<file path="src/rtl/pla_pkg.sv">
package pla_pkg;
  function automatic int pla_max(input int a, input int b);
    return (a > b) ? a : b;
  endfunction
endpackage

</file>
<file path="src/rtl/pla_cfg_regs.sv">
module pla_cfg_regs #(
  parameter int N_IN   = 4,
  parameter int N_TERM = 6,
  parameter int N_OUT  = 3,
  parameter int AW     = 4,
  parameter int DW     = 8
) (
  input  logic                                 clk,
  input  logic                                 rst,
  input  logic                                 we,
  input  logic [AW-1:0]                        addr,
  input  logic [DW-1:0]                        wdata,
  output logic [N_TERM-1:0][2*N_IN-1:0]        and_cfg,
  output logic [N_OUT-1:0][N_TERM-1:0]         or_cfg
);
  localparam int AND_W = 2 * N_IN;

  // one register row per product term
  for (genvar t = 0; t < N_TERM; t++) begin : g_and_row
    always_ff @(posedge clk) begin
      if (rst)
        and_cfg[t] <= '0;
      else if (we && addr == AW'(t))
        and_cfg[t] <= wdata[AND_W-1:0];
    end
  end

  // one register row per output, placed after the term rows
  for (genvar o = 0; o < N_OUT; o++) begin : g_or_row
    always_ff @(posedge clk) begin
      if (rst)
        or_cfg[o] <= '0;
      else if (we && addr == AW'(N_TERM + o))
        or_cfg[o] <= wdata[N_TERM-1:0];
    end
  end
endmodule

</file>
<file path="src/rtl/pla_and_plane.sv">
module pla_and_plane #(
  parameter int N_IN   = 4,
  parameter int N_TERM = 6
) (
  input  logic [N_IN-1:0]                 x,
  input  logic [N_TERM-1:0][2*N_IN-1:0]   and_cfg,
  output logic [N_TERM-1:0]               term
);
  for (genvar t = 0; t < N_TERM; t++) begin : g_term
    logic [N_IN-1:0] use_true, use_comp, lit_ok;
    assign use_true = and_cfg[t][N_IN-1:0];
    assign use_comp = and_cfg[t][2*N_IN-1:N_IN];
    // an unconnected literal never pulls the line low
    assign lit_ok  = (~use_true | x) & (~use_comp | ~x);
    assign term[t] = &lit_ok;
  end
endmodule

</file>
<file path="src/rtl/pla_or_plane.sv">
module pla_or_plane #(
  parameter int N_TERM = 6,
  parameter int N_OUT  = 3
) (
  input  logic [N_TERM-1:0]               term,
  input  logic [N_OUT-1:0][N_TERM-1:0]    or_cfg,
  output logic [N_OUT-1:0]                y
);
  for (genvar o = 0; o < N_OUT; o++) begin : g_out
    assign y[o] = |(or_cfg[o] & term);
  end
endmodule

</file>
<file path="src/rtl/pla_array.sv">
module pla_array
  import pla_pkg::*;
#(
  parameter int N_IN   = 4,
  parameter int N_TERM = 6,
  parameter int N_OUT  = 3,
  localparam int AND_W = 2 * N_IN,
  localparam int DW    = pla_max(AND_W, N_TERM),
  localparam int AW    = $clog2(N_TERM + N_OUT)
) (
  input  logic             clk,
  input  logic             rst,
  input  logic             cfg_we,
  input  logic [AW-1:0]    cfg_addr,
  input  logic [DW-1:0]    cfg_wdata,
  input  logic [N_IN-1:0]  pla_in,
  output logic [N_OUT-1:0] pla_out
);
  logic [N_TERM-1:0][AND_W-1:0]  and_cfg;
  logic [N_OUT-1:0][N_TERM-1:0]  or_cfg;
  logic [N_TERM-1:0]             term;

  pla_cfg_regs #(
    .N_IN(N_IN), .N_TERM(N_TERM), .N_OUT(N_OUT), .AW(AW), .DW(DW)
  ) u_cfg (
    .clk(clk), .rst(rst), .we(cfg_we), .addr(cfg_addr), .wdata(cfg_wdata),
    .and_cfg(and_cfg), .or_cfg(or_cfg)
  );

  pla_and_plane #(.N_IN(N_IN), .N_TERM(N_TERM)) u_and (
    .x(pla_in), .and_cfg(and_cfg), .term(term)
  );

  pla_or_plane #(.N_TERM(N_TERM), .N_OUT(N_OUT)) u_or (
    .term(term), .or_cfg(or_cfg), .y(pla_out)
  );

  // ---------------- assertions ----------------
  for (genvar t = 0; t < N_TERM; t++) begin : g_term_chk
    AST_AND_ROW_LOAD: assert property (@(posedge clk) disable iff (rst)
      (cfg_we && cfg_addr == AW'(t)) |=> and_cfg[t] == $past(cfg_wdata[AND_W-1:0]));
    AST_EMPTY_TERM_HIGH: assert property (@(posedge clk) disable iff (rst)
      (and_cfg[t] == '0) |-> term[t]);
    AST_CONFLICT_TERM_LOW: assert property (@(posedge clk) disable iff (rst)
      (|(and_cfg[t][N_IN-1:0] & and_cfg[t][AND_W-1:N_IN])) |-> !term[t]);
  end

  for (genvar o = 0; o < N_OUT; o++) begin : g_out_chk
    AST_OR_ROW_LOAD: assert property (@(posedge clk) disable iff (rst)
      (cfg_we && cfg_addr == AW'(N_TERM + o)) |=> or_cfg[o] == $past(cfg_wdata[N_TERM-1:0]));
    AST_OUT_NEEDS_TERM: assert property (@(posedge clk) disable iff (rst)
      pla_out[o] |-> (|(or_cfg[o] & term)));
  end

  AST_OOR_WRITE_IGNORED: assert property (@(posedge clk) disable iff (rst)
    (cfg_we && cfg_addr >= AW'(N_TERM + N_OUT)) |=> $stable({and_cfg, or_cfg}));
  AST_RESET_OUT_ZERO: assert property (@(posedge clk)
    $past(rst) |-> (pla_out == '0));
endmodule

</file>
<file path="config.mk">
export PLATFORM = sky130hd
export DESIGN_NAME = pla_array
export DESIGN_NICKNAME = d
export VERILOG_FILES = /design/src/rtl/pla_pkg.sv /design/src/rtl/pla_cfg_regs.sv /design/src/rtl/pla_and_plane.sv /design/src/rtl/pla_or_plane.sv /design/src/rtl/pla_array.sv
export SDC_FILE = /design/constraint.sdc
export NUM_CORES = 1
export LEC_CHECK = 0
export BUFFER_PORTS_ARGS = -buffer_cell sky130_fd_sc_hd__buf_2
export CORE_MARGIN = 2
export CORE_UTILIZATION = 40
export DETAILED_ROUTE_END_ITERATION = 6
export PLACE_DENSITY = 0.65
export SETUP_SLACK_MARGIN = 0.02
export SYNTH_ARGS = -nofsm -noshare
export SYNTH_HDL_FRONTEND = slang
export SYNTH_SLANG_ARGS = --single-unit
</file>
<file path="constraint.sdc">
create_clock -name clk -period 1.16 [get_ports clk]
set_input_delay 0.116 -clock clk [delete_from_list [all_inputs] [get_ports clk]]
set_output_delay 0.116 -clock clk [all_outputs]
set_load 0.03 [all_outputs]
</file>
==> results of run 1 <==
worst max-delay path: cells and delay by family (launching register included):
family / cells / cell delay [ns]
simple gates: 2 / 0.38
compound gates: 1 / 0.09
mux: 1 / 0.18
flops: 1 / 0.33
buf+inv: 1 / 0.13
repair_timing:
action                                 in CTS  in global routing
setup endpoints to repair                   3                  3
pin swaps                                  11                  4
endpoints found under the hold margin       0                  0
gates resized for setup                    45                  5
setup buffers                               0                  0
state kept, by name (all words and copies together), names as in the netlist:
name	cells
u_cfg.and_cfg	48
u_cfg.or_cfg	18
routing by layer:
layer / wire (um) / track usage (%) / up-vias
li1: - / - / 1035
met2: 3080 / 29.4 / 56
met4: 123 / 8.95 / 0
met3: 390 / 4.76 / 8
met1: 3250 / 26.8 / 1011
met5: 0 / 0 / -
area by class of cell:
class / count / area [um2]
flip-flops and latches: 66 / 1340
clock inverters: 5 / 30.0
fillers: 629 / 3410
clock buffers: 11 / 141
repair buffers: 37 / 307
well taps: 96 / 120
multi-input cells: 195 / 1510
power by group:
| part | internal [mW] | switching (mW) |
|---|---|---|
| clock network | 0.821 | 0.865 |
| registers | 2.30 | 0.0188 |
| logic | 0.169 | 0.238 |
| total | 3.29 | 1.12 |
final timing paths:
check                                       start           endpoint  slack [ns]  cells after the start
worst min-delay path                 cfg_wdata[7]   u_cfg.and_cfg[7]        0.11                      3
worst min register to register   u_cfg.and_cfg[7]   u_cfg.and_cfg[7]        0.46                      2
worst max register to register  u_cfg.and_cfg[14]  u_cfg.and_cfg[14]        0.51                      2
worst max-delay path            u_cfg.and_cfg[28]         pla_out[2]       -0.41                      5
cells in the final DEF (no fill, tap or decap):
master      instances
dfxtp_2            18
nand4b_2            1
dfxtp_1            48
clkinv_2            3
nor3b_4             2
a21oi_1             8
or3_1               1
nand3_2             3
mux2i_1            77
buf_2              18
a22oi_2             9
buf_4              11
nand2_1            10
nand3b_1            1
nand3b_2            1
clkbuf_1            1
and4_4              6
clkinvlp_4          2
buf_6               3
and3_1              1
nand3_1             8
buf_12              5
clkbuf_8           10
mux2i_2             5
nor2_1             58
nor2_4              1
nand3b_4            1
nor3b_1             1
nor2_2              1
stage by stage:
stage | power [mW] | util [%] | setup slack, ns | instance area (um2)
CTS | 4.44 | 50.2 | -0.401 | 3450
global route | 4.57 | 50.3 | -0.452 | 3460
floorplan | 2.59 | - | 0.0350 | 2890
global placement | 2.73 | 46.1 | -0.278 | 3160
finish | 4.41 | 50.3 | -0.409 | 3460
detailed placement | 2.73 | 46.1 | -0.262 | 3160
cell usage after synthesis:
cell      instances  share of area (%)
mux2i_1          82                 29
dfxtp_1          66                 46
nor2_1           58                7.6
clkbuf_1         13                1.7
nand3_1          11                1.9
nand2_1          10                1.3
a22oi_1           9                2.4
a21oi_1           8                1.4
and4_1            6                1.8
buf_2             6                1.0
buf_6             4                1.6
nor3b_4           2                1.3
and3_1            1               0.22
buf_4             1               0.26
nand3b_1          1               0.26
nand3b_2          1               0.39
nand3b_4          1               0.70
nand4b_2          1               0.52
nor2_2            1               0.22
nor2_4            1               0.39
nor3b_1           1               0.26
or3_1             1               0.22
logic make-up after synthesis:
| family | count (synthesis) | share of synthesized area (%) |
|---|---|---|
| buffers and inverters | 24 | 4.57 |
| AOI/OAI and AO/OA | 17 | 3.75 |
| DFF | 66 | 46.0 |
| and+or+nand+nor | 96 | 17.1 |
| muxes | 82 | 28.6 |
==> results.yml, run 1 <==
clock_tree:
  h-tree-depth: 3
  cts_hold_buf: 0
  cts_sinks: 66
  clk_latency_ns: 0.34
  tritoncts: "done"
  cts_buffer_depth: 2
  numCtsBuffers: 9
  cts-root-buf: "clkbuf_8"
  clk_pin_slew_ns: 0.07
synth:
  synth_area_um2: 2870
  seq_area_frac_synth_pct: 46.0
  syn_inst: 285
  synth_cell_types: 22
  yosys_warnings: 0
  avgSynthCellArea_um2: 10.1
  syn-num-nets: 304
  ys_ff_latch: 66
cells_and_area:
  layoutNonFillerInstCount: 410
  fin_nets: 328
  areaGrowthSynthToFinish_pct: 20.3
  antenna_cells: 0
  drive_gt1_share_pct: 31.8
drt:
  drt_wl_total_mm: 6.85
  drt_iter0_markers: 156
  antenna_left: 0
  num_vias: 2110
  routed_via_density: 5.15
  drc: 0
  first_pass_iters: 4
  routedWlPerCell_um: 16.7
power:
  ir_drop_mv: 0.690
  leakagePower_nw: 1.52
  power.density_nw_per_um2: 1280
run_status:
  violations: "negative setup slack"
  status: "finished with violations"
sta:
  layout_setup_ws_ns: -0.409
  finalMaxSlewViolations: 0
  finalSetupViolCount: 3
  hold_viol_final: 0
  worst_clock_skew_ns: 0
  min_period_ns: 1.57
  slew_headroom_pct: 79.8
  fin_hold_ws_ns: 0.105
  fmax_ghz: 0.638
  fin_crit_sh_pct: 135
  rsz0062_at_grt: "true"
  fin_tns_setup_ns: -1.20
  worst_pin_slew_ns: 0.302
die:
  dieArea_um2: 7880
  die-height_um: 88.7
  placeableCoreArea_um2: 6870
  io_pins: 22
  start_util_pct: 41.8
  die_x_um: 88.7
  std_cell_rows: 30
worst_setup_path:
  cp-start-kind: "flop"
  cpMaxStageDelayCell: "dfxtp_2"
  slowest_delay_ns: 0.33
  worstPathRequired_ns: 1.04
  crit_chain: "mux2i_1 > and4_4 > a22oi_2 > nand3_2 > buf_6"
  critPathArrivalTime_ns: 1.45
  worstPathMaxFanout: 3
  cp-end-kind: "primary output"
  crit_type: "reg -> out"
job:
  maxCapViolations: 0
grt:
  antenna_found_initial: 0
  grt_pass1_wl_mm: 11.1
  grt_pass1_vias: 2063
  gr-usage-all-layers_pct: 19.7
  grt-ovfl-total: 0
  grt_max_degree: 67
placed_design:
  gp_congestion: 0.848
  dpl.hpwl_mm: 4.63
  io_buffer_count: 21
  dp_cells: 394
worst_hold_path:
  hold_path_class: "in -> reg"
Note: power is estimated with default switching activity, not from simulation.
==> inputs of run 2 (changes only) <==
==> constraint.sdc (replaced) <==
create_clock -name clk -period 1.16 [get_ports clk]
set_input_delay 0.348 -clock clk [delete_from_list [all_inputs] [get_ports clk]]
set_output_delay 0.348 -clock clk [all_outputs]
set_load 0.03 [all_outputs]
==> run 2 against run 1 <==
The run still ends with negative setup slack left. Final cell count grew 0.98%. Total power up 5.2%. Count of clock-buffer cells in the layout grew 1. Worst setup slack worse by 0.25 ns. Sequential power barely moved. Critical path depth increased by 2. Core utilization increased by 1.5 points. Die area unchanged. Critical path type is now in -> out. Highest routed layer unchanged.
==> results.yml, run 2 (same netlist as run 1, synthesis figures left out) <==
power:
  power.density_nw_per_um2: 1300
  p_total_mw: 4.64
  ir_drop_mv: 0.519
  leakagePower_nw: 1.58
clock_tree:
  tritoncts: "done"
  cts_sinks: 66
  numCtsBuffers: 9
  cts-root-buf: "clkbuf_8"
  cts_buffer_depth: 2
  clk_pin_slew_ns: 0.07
  h-tree-depth: 3
  cts_hold_buf: 0
  clk_latency_ns: 0.35
run_status:
  violations: "negative setup slack"
  status: "finished with violations"
sta:
  worst_pin_slew_ns: 0.289
  finalSetupViolCount: 3
  fin_crit_sh_pct: 156
  worst_clock_skew_ns: 0
  fmax_ghz: 0.551
  hold_viol_final: 0
  fin_hold_ws_ns: 0.356
  slew_headroom_pct: 80.7
  rsz0062_at_grt: "true"
  fin_tns_setup_ns: -1.93
  min_period_ns: 1.82
  layout_setup_ws_ns: -0.655
  finalMaxSlewViolations: 0
worst_setup_path:
  cp-end-kind: "primary output"
  cp-start-kind: "primary input"
  worstPathRequired_ns: 0.81
  critPathArrivalTime_ns: 1.47
  crit_type: "in -> out"
  worstPathMaxFanout: 4
job:
  maxCapViolations: 0
drt:
  drt_iter0_markers: 125
  first_pass_iters: 4
  wl_met1_mm: 3.36
  drt_wl_total_mm: 7.05
  antenna_left: 0
  num_vias: 2123
  routedWlPerCell_um: 17.0
  drc: 0
  wl_met3_um: 386
  top_layer_used: "met4"
  routed_via_density: 5.13
  dr_wl_met2_mm: 3.21
cells_and_area:
  fin_area_um2: 3560
  antenna_cells: 0
  areaGrowthSynthToFinish_pct: 23.8
  top_regs: "u_cfg.and_cfg: 48 flops, u_cfg.or_cfg: 18 flops"
  drive_gt1_share_pct: 29.9
  layoutNonFillerInstCount: 414
  fin_nets: 333
  largest_reg_flops: 48
  top_register: "u_cfg.and_cfg"
  post-route-util_pct: 51.8
  final_common_cell: "mux2i_1"
  final_cell_mix: "mux2i_1 (78), nor2_1 (58), dfxtp_1 (58), buf_4 (16), buf_2 (13)"
placed_design:
  gp_congestion: 0.786
  dp_slack_ns: -0.755
  io_buffer_count: 21
  dpl.hpwl_mm: 4.65
  dpl_cell_area_um2: 3240
  dp_cells: 398
die:
  dieArea_um2: 7880
  std_cell_rows: 30
  die-height_um: 88.7
  placeableCoreArea_um2: 6870
  io_pins: 22
  start_util_pct: 41.8
  die_x_um: 88.7
grt:
  grt-ovfl-total: 0
  grt_max_degree: 67
  grt_pass1_wl_mm: 11.2
  grt_pass1_vias: 2103
  gr-usage-all-layers_pct: 19.4
  antenna_found_initial: 0
worst_hold_path:
  hold_path_class: "in -> reg"
run 2: changes by cell type in the layout (fill, tap and decap cells not counted), moves of 2 or more:
cell,change
buf_2,-5
clkinvlp_4,-2
buf_6,+4
dfxtp_2,-10
dfxtp_1,+10
buf_4,+5
run 2: cell type report:
class                      instances  area, um2
clock buffer                      12        145
clock inverter                     3       40.0
fill                             626       3310
multi-input combinational        195       1550
sequential                        66       1330
tap                               96        120
timing repair buffer              42        372
run 2: metal layers:
layer | vias up | GRT usage (%)
met5 | - | 0
met4 | 0 | 7.58
li1 | 1043 | -
met2 | 56 | 30.1
met1 | 1016 | 25.9
met3 | 8 | 5.04
run 2: what timing repair did:
| action | CTS | global route |
|---|---|---|
| setup endpoints to repair | 4 | 37 |
| gates resized for setup | 34 | 15 |
| endpoints found under the hold margin | 0 | 0 |
| buffers inserted | 0 | 2 |
| pin swaps | 6 | 9 |
run 2: report_power, final:
group | leakage [nW] | switching [mW] | total (mW) | internal [mW]
combinational | 0.949 | 0.249 | 0.451 | 0.202
sequential | 0.537 | 0.0180 | 2.31 | 2.30
clock | 0.0962 | 0.839 | 1.87 | 1.03
run 2: critical path, stage by stage:
cell and delay (ns):
buf_2 0.14, buf_4 0.15, mux2i_1 0.23, and4_4 0.28, a22oi_2 0.08, nand3_2 0.10
buf_6 0.13
run 2: final timing paths:
| path | from | endpoint | slack (ns) | depth (start not counted) |
|---|---|---|---|---|
| worst max register to register | u_cfg.or_cfg[15] | u_cfg.or_cfg[15] | 0.51 | 2 |
| worst min register to register | u_cfg.and_cfg[6] | u_cfg.and_cfg[6] | 0.46 | 2 |
| worst min-delay path | cfg_wdata[6] | u_cfg.and_cfg[6] | 0.36 | 3 |
| worst max-delay path | pla_in[3] | pla_out[0] | -0.66 | 7 |
